`src/rtl/occ_pkg.sv`:
```
package occ_pkg;

    typedef enum logic [1:0] {
        MODE_EXPOSED   = 2'd0,
        MODE_MESSAGING = 2'd1,
        MODE_CREDENT   = 2'd2,
        MODE_QUEUEMGR  = 2'd3
    } ring_mode_e;

    // True when each producer write places two queue elements.
    function automatic logic mode_is_paired(input ring_mode_e m);
        logic paired;
        unique case (m)
            MODE_EXPOSED:   paired = 1'b0;
            MODE_MESSAGING: paired = 1'b0;
            MODE_CREDENT:   paired = 1'b1;
            MODE_QUEUEMGR:  paired = 1'b1;
            default:        paired = 1'b0;
        endcase
        return paired;
    endfunction

endpackage

```
`src/rtl/occ_db_decode.sv`:
```
module occ_db_decode #(
    parameter int CNT_W = 21,
    parameter int DB_W  = 8
) (
    input  logic             db_we,
    input  logic [DB_W-1:0]  db_count,
    output logic             add_en,
    output logic [CNT_W-1:0] add_amt
);
    localparam int MAG_W = DB_W - 1;
    localparam int PAD_W = CNT_W - MAG_W;

    logic             sign_bit;
    logic [MAG_W-1:0] magnitude;

    always_comb begin
        sign_bit  = db_count[DB_W-1];
        magnitude = db_count[MAG_W-1:0];
        // A negative value is a pop request that this side does not track.
        add_en    = db_we && !sign_bit && (magnitude != '0);
        add_amt   = add_en ? {{PAD_W{1'b0}}, magnitude} : '0;
    end

endmodule

```
`src/rtl/occ_count_reg.sv`:
```
module occ_count_reg #(
    parameter int CNT_W = 21
) (
    input  logic             clk,
    input  logic             rst_n,
    input  logic             add_en,
    input  logic [CNT_W-1:0] add_amt,
    input  logic             consume,
    output logic [CNT_W-1:0] count_o,
    output logic             nonzero_o
);
    typedef struct packed {
        logic [CNT_W-1:0] count;
        logic             nonzero;
    } occ_state_t;

    occ_state_t st_d, st_q;
    logic       take_one;

    always_comb begin
        st_d     = st_q;
        take_one = consume && (st_q.count != '0);
        if (add_en || take_one) begin
            st_d.count = st_q.count + add_amt - {{(CNT_W-1){1'b0}}, take_one};
        end
        st_d.nonzero = (st_d.count != '0);
    end

    always_ff @(posedge clk) begin
        if (!rst_n) begin
            st_q <= '0;
        end else begin
            st_q <= st_d;
        end
    end

    assign count_o   = st_q.count;
    assign nonzero_o = st_q.nonzero;


    consume_at_zero_chk: assert property (@(posedge clk) disable iff (!rst_n)
        (consume && !add_en && st_q.count == '0) |=> (st_q.count == '0));

endmodule

```
`src/rtl/occ_elem_scale.sv`:
```
module occ_elem_scale #(
    parameter int CNT_W = 21
) (
    input  logic [1:0]     ring_mode,
    input  logic [CNT_W-1:0] count,
    output logic [CNT_W:0]   elem_count
);
    import occ_pkg::*;

    ring_mode_e mode;
    logic       paired;

    always_comb begin
        mode       = ring_mode_e'(ring_mode);
        paired     = mode_is_paired(mode);
        elem_count = paired ? {count, 1'b0} : {1'b0, count};
    end

endmodule

```
`src/rtl/ring_occ_tracker.sv`:
```
module ring_occ_tracker #(
    parameter int CNT_W = 21,
    parameter int DB_W  = 8
) (
    input  logic             clk,
    input  logic             rst_n,
    input  logic             db_we,
    input  logic [DB_W-1:0]  db_count,
    input  logic             consume,
    input  logic             qm_ring_reset,
    input  logic [1:0]       ring_mode,
    output logic [CNT_W-1:0] occ_count,
    output logic [CNT_W:0]   elem_count,
    output logic             has_entries
);
    localparam int MAG_W = DB_W - 1;

    logic             add_en;
    logic [CNT_W-1:0] add_amt;

    occ_db_decode #(.CNT_W(CNT_W), .DB_W(DB_W)) u_decode (
        .db_we    (db_we),
        .db_count (db_count),
        .add_en   (add_en),
        .add_amt  (add_amt)
    );

    occ_count_reg #(.CNT_W(CNT_W)) u_count (
        .clk       (clk),
        .rst_n     (rst_n),
        .add_en    (add_en),
        .add_amt   (add_amt),
        .consume   (consume),
        .count_o   (occ_count),
        .nonzero_o (has_entries)
    );

    occ_elem_scale #(.CNT_W(CNT_W)) u_scale (
        .ring_mode  (ring_mode),
        .count      (occ_count),
        .elem_count (elem_count)
    );

    // The queue-manager ring reset is observed only by the checks below.
    logic qm_seen;
    assign qm_seen = qm_ring_reset;


    pos_add_chk: assert property (@(posedge clk) disable iff (!rst_n)
        (db_we && !db_count[DB_W-1] && !consume) |=>
        (occ_count == CNT_W'($past(occ_count) + CNT_W'($past(db_count[MAG_W-1:0])))));


    neg_ignored_chk: assert property (@(posedge clk) disable iff (!rst_n)
        (db_we && db_count[DB_W-1] && !consume) |=> $stable(occ_count));


    qm_reset_inert_chk: assert property (@(posedge clk) disable iff (!rst_n)
        (qm_seen && !db_we && !consume) |=> $stable(occ_count));


    has_entries_chk: assert property (@(posedge clk) disable iff (!rst_n)
        has_entries == (occ_count != '0));


    consume_dec_chk: assert property (@(posedge clk) disable iff (!rst_n)
        (consume && !db_we && occ_count != '0) |=>
        (occ_count == CNT_W'($past(occ_count) - 1'b1)));

endmodule

```
`config.mk`:
```
export PLATFORM = sky130hd
export DESIGN_NAME = ring_occ_tracker
export DESIGN_NICKNAME = d
export VERILOG_FILES = /design/src/rtl/occ_pkg.sv /design/src/rtl/occ_db_decode.sv /design/src/rtl/occ_count_reg.sv /design/src/rtl/occ_elem_scale.sv /design/src/rtl/ring_occ_tracker.sv
export SDC_FILE = /design/constraint.sdc
export NUM_CORES = 1
export LEC_CHECK = 0
export ABC_AREA = 1
export BUFFER_PORTS_ARGS = -buffer_cell sky130_fd_sc_hd__buf_4
export CORE_MARGIN = 8
export CORE_UTILIZATION = 57
export DETAILED_ROUTE_END_ITERATION = 10
export PLACE_DENSITY = 0.82
export SETUP_SLACK_MARGIN = 0.4
export SLEW_MARGIN = 40
export SYNTH_ARGS = -nofsm -noshare
export SYNTH_HDL_FRONTEND = slang
export SYNTH_SLANG_ARGS = --single-unit
```
`constraint.sdc`:
```
create_clock -name clk -period 3.28 [get_ports clk]
set_input_delay 0.492 -clock clk [delete_from_list [all_inputs] [get_ports clk]]
set_output_delay 0.492 -clock clk [all_outputs]
set_load 0.02 [all_outputs]
```
---- Word-level counts from Yosys, hierarchy flattened ----
Cells that the tools add are included.
operators by class
  add/sub/neg operators ................... 2
  equality and inequality tests ........... 3
  multiplexer cells ....................... 4
  reduce and logical (&&, ||, !) cells .... 11
operators with widths
  cell                  number
  $reduce_bool A21 Y1   2
  $mux W22              1
  $add A21 B7 Y21       1
  $mux W21              1
  $sub A21 B1 Y21       1
  $mux W7               1
  $reduce_bool A7 Y1    1
  $eq A2 B2 Y1 const B  2
  $reduce_or A2 Y1      2
  $logic_and A1 B1 Y1   3
  $eq A2 B1 Y1 const B  1
  $logic_not A2 Y1      1
  $pmux W1 S2           1
  $logic_not A1 Y1      1
  $logic_or A1 B1 Y1    1
storage, ports and cells
  register bits after elaboration ......... 22
  input port bits ......................... 15
  output and inout port bits .............. 44
  logic and storage cells ................. 22

---- Longest topological paths before layout ----
  word-level depth ........................ 8
  depth in mapped cells ................... 27

---- By module ----
Synthesis repeated with hierarchy kept, for this count alone.
unflattened totals
  cells, all modules ...................... 632
  area total of the unflattened synthesis .. 3398.3 µm²
by module, submodules not included
  module          instances  cells an instance  area an instance (µm²)  seq. area each (µm²)
  occ_count_reg   1          524                2899.0                  440.4
  occ_elem_scale  1          69                 281.5                   0.0
  occ_db_decode   1          39                 217.7                   0.0

---- Worst setup path after synthesis ----
Ideal clock, no wire load.
  path kind ............................... register to register
  start ................................... register u_count.st_q, in the netlist u_count.count_o[19]
  end ..................................... register u_count.st_q, in the netlist u_count.nonzero_o
  setup time .............................. 0.128 ns
  data arrival time ....................... 2.986 ns
  slack ................................... 0.166 ns
  stages on the path, launching flop included .. 26
  path buffers ............................ 0
  path through ............................ dfxtp_1 -> inv_1 -> ha_1 -> inv_1 -> nor2_1 -> nand2_1 -> nor2_2 -> nand2_2 -> nand2_4 -> inv_1 -> ha_1 -> inv_1 -> ha_1 -> fa_1 -> nand2_1 -> nand2_1 -> and2_1 -> xor2_1 -> nand2_1 -> nand2_1 -> nor2_1 -> nand2_1 -> nor2_1 -> nand3_1 -> nor2_1 -> nor2_1
between the ends
  word-level cells in the longest chain between the ends .. 5
  elaborated cells on any way between the ends .. 7
  those cells by class .................... add/sub (2); mux (1); reduce/logical (4)
RTL lines
  element                                                                  RTL line             source
  from (decl)                                                              occ_count_reg.sv:17  occ_state_t st_d, st_q;
  from (signal assigned)                                                   occ_count_reg.sv:33  st_q <= st_d;
  parallel branches: the longest is 3 deep, another holds $add A21 B7 Y21  --
  $mux W21 *                                                               occ_count_reg.sv:23  if (add_en || take_one) begin
  $reduce_bool A21 Y1 *                                                    occ_count_reg.sv:26  st_d.nonzero = (st_d.count != '0);
Mark *: on every way between the ends.
A chain may end at the register's enable or synchronous reset.

---- Worst setup path after layout ----
  start ................................... register u_count.st_q, in the netlist u_count.count_o[18]
  end ..................................... register u_count.st_q, in the netlist u_count.nonzero_o
The elaborated chain is that of the path after synthesis.

==> impl_metrics.csv <==
group,metric,value,unit
setup_path,cp-end-kind,"register",
yosys,ys_types,24,
power_and_ir_drop,p_leak,2.193,nW
yosys,syn-cell-area,2954,um^2
yosys,ys_async_sr_fraction,0,%
placement,post-place-ws,0.1079,ns
setup_path,cp_num_cells,24,
floorplan,dieWidth,87.99,um
setup_path,cp_num_buf_inv,6,
setup_path,crit_path_max_fanout,2,
status,status,"finished clean",
yosys,ys.flop_type,"dfxtp_1",
sta,skew,0.004219,ns
clock_tree,clock_sinks,22,
setup_path,cp_slowest_stage_delay,0.37,ns
sta,layout_min_cycle_time,3.191,ns
cells_and_area,antenna_cells,0,
grt,track_usage,24.70,%
clock_tree,cts_root_buf,"clkbuf_8",
cells_and_area,area_growth,28.97,%
sta,setup_viol,0,
yosys,synth-seq-cells,22,
setup_path,r2r_setup_slack,0.09,ns
power_and_ir_drop,power_density,1242,nW/um^2
worst_hold_path,hold_class,"reg -> reg",
placement,port_buffers,56,
yosys,ys_warn_count,0,
grt,grt_pass1_vias,3233,
floorplan,die_height,87.99,um
clock_tree,clk_latency,0.26,ns
sta,fmax,313.4,MHz
sta,worst_slack,0.08891,ns
yosys,synth_top_cell_by_area,"nand2_1",
floorplan,die_area,7742,um^2
yosys,syn_inst,549,
floorplan,core_area,5042,um^2
placement,gp_congestion,0.9554,
clock_tree,cts_buffers,3,
cells_and_area,drive_gt1_share,22.22,%
setup_path,path_delay_family,"simple AND/OR/NAND/NOR gates",
floorplan,start_util,58.59,%
setup_path,crit_arrival,3.32,ns
clock_tree,clockBufferDepth,2,
cells_and_area,layoutNonFillerInstCount,691,
sta,period_share,97.29,%
setup_path,timing.rr.start,"u_count.count_o[18]",
cells_and_area,nFillCells,452,
sta,worst_pin_slew,0.7027,ns
setup_path,critPathMostFrequentCell,"nor2_1",
floorplan,io_pins,59,
power_and_ir_drop,p_int,2.030,mW
yosys,synth_nets,598,
setup_path,critPathKind,"reg -> reg",
clock_tree,cts_tree,"built",
grt,grt_antenna_before_repair,0,
floorplan,core.rowCount,26,
yosys,synth_top_area_share,25.29,%
placement,dp.cells,669,
setup_path,critPathLaunch,"u_count.count_o[18]",
route,wirelength,9618,um
power_and_ir_drop,seq_power_share,11.2,%
route,drt-wirelength-per-cell,13.92,um
sta,tns,0,ns
clock_tree,clk_pin_slew_worst_paths,0.08,ns
power_and_ir_drop,power_frac_comb,83.5,%
power_and_ir_drop,irDropWorstVdd,0.6931,mV
placement,dpl.hpwl,7299,um
setup_path,worstPathCellList,"inv_4 > ha_4 > inv_2 > nor2_1 > nand2_1 > nor2_2 > nand2_2 > nand2_4 > inv_4 > ha_4 > inv_2 > ha_4 > fa_2 > buf_4 > buf_4 > xor2_1 > nand2_1 > nand2_1 > nor2_1 > nand2_1 > nor2_1 > nand3_1 > nor2_1 > nor2_1",
yosys,synth_area_leaders,"nand2_1 25%, dfxtp_1 15%, ha_1 14%, inv_1 13%, nand3_1 7.8%",
yosys,synth-seq-area-share,14.91,%
job,cap_viol_max_count,0,
cells_and_area,final_nets,671,
power_and_ir_drop,p_sw,2.703,mW
setup_path,regToRegEndpoint,"u_count.nonzero_o",
yosys,synth_edf_count,0,
sta,rsz0062_at_grt,"yes",
yosys,syn_avg_cell_area,5.381,um^2
grt,grt_max_degree,43,
power_and_ir_drop,switching_share,57.11,%
route,drc,0,
setup_path,worst_r2r_path_depth,24,
route,ant_nets,0,
setup_path,crit_path_end,"u_count.nonzero_o",
route,num_vias,3563,
grt,grt_pass1_wl,15040,um
route,dr.pass1.iters,5,
power_and_ir_drop,pwr-share-clk,5.3,%
grt,gr-total-overflow,0,
route,vias_per_cell,5.156,
yosys,synth.most_common_cell,"nand2_1",
sta,slew_violations,0,
sta,hold_violations,0,
setup_path,startpoint_type,"register",
yosys,yosys-top-cells-count,"199 x nand2_1, 105 x inv_1, 57 x nor2_1",
setup_path,cp.required,3.41,ns
clock_tree,htree_num_levels,1,
sta,slew_headroom,53.10,%
route,initialDrtViolationCount,264,
setup_path,crit_slowest_cell,"fa_2",
[through the flow]
stage | hold slack (ns) | utilization, % | total power [mW] | area (um^2)
global placement | 0.5200 | 68.91 | 3.942 | 3475
detailed placement | 0.5254 | 68.91 | 3.997 | 3475
CTS | 0.5653 | 72.80 | 4.426 | 3671
finish | 0.5568 | 75.56 | 4.734 | 3810
global route | 0.5945 | 75.56 | 5.198 | 3810
floorplan | 0.5395 | - | 3.025 | 2994
[placed cells by master (no fill, tap or decap), drive strengths merged, types with 3 or more instances in the layout]
cell / instances
buf: 77
xor2: 3
ha: 33
nand3: 46
a21oi: 26
o21ai: 20
inv: 108
clkbuf: 3
dfxtp: 22
nor2: 58
nand2: 208
o21bai: 3
nand4: 7
[worst min path at each step]
stage	from	to	slack (ns)	depth (start not counted)
after global placement	u_count.count_o[16]	u_count.count_o[16]	0.52	2
after global routing	u_count.count_o[4]	u_count.count_o[4]	0.59	2
after CTS	u_count.count_o[2]	u_count.count_o[2]	0.57	2
after detailed placement	u_count.count_o[18]	u_count.count_o[18]	0.53	2
final	u_count.count_o[2]	u_count.count_o[2]	0.56	2
after floorplan	u_count.count_o[18]	u_count.count_o[18]	0.54	2
[state kept, by name, indices dropped and copies added (netlist names)]
| signal | count |
|---|---|
| u_count.count_o | 21 |
| u_count.nonzero_o | 1 |
[per-layer routing]
| metal | wire, um | vias up | global-route usage [%] |
|---|---|---|---|
| li1 | - | 1832 | - |
| met1 | 4506 | 1600 | 33.68 |
| met2 | 4447 | 121 | 40.36 |
| met3 | 549 | 10 | 2.158 |
| met4 | 114 | 0 | 6.094 |
| met5 | 0 | - | 0 |
[area by class of cell]
type / instances / area [um^2] / area share, %
Tap cell: 70 / 87.58 / 2.299
Clock inverter: 1 / 30.03 / 0.7882
Timing Repair Buffer: 77 / 593.1 / 15.57
Inverter: 108 / 425.4 / 11.17
Multi-Input combinational cell: 410 / 2160 / 56.68
Clock buffer: 3 / 41.29 / 1.084
Sequential cell: 22 / 473.0 / 12.41
[tightest hold or removal path, stage by stage (launching register included)]
cell and delay, ns:
dfxtp_1 0.34, nand3_1 0.10, a21oi_1 0.07
[power groups by stage]
stage	registers [mW]	clock network [mW]	logic (mW)
floorplan	0.613	0	2.41
global placement	0.517	0	3.43
detailed placement	0.520	0	3.48
CTS	0.509	0.256	3.66
global route	0.539	0.268	4.39
finish	0.528	0.252	3.95
[logic make-up (layout without fill, tap and decap cells)]
kind of cell	after synthesis	count (layout)	synth area share, %
AOI/OAI and AO/OA	50	50	8.810
xor gates and xnor gates	4	4	1.186
adders and majority gates	34	34	14.65
buffers and inverters	117	189	15.42
DFF	22	22	14.91
and+or+nand+nor	322	322	45.02
[timing repair]
item                                    in CTS  in global routing
setup buffers                               11                  7
resized for setup                           10                 27
pin swaps                                   11                 14
endpoints found under the setup margin       2                  7
hold endpoints to repair                     0                  0
hold buffers                                 0                  0
Power figures use the tool's default switching activity.
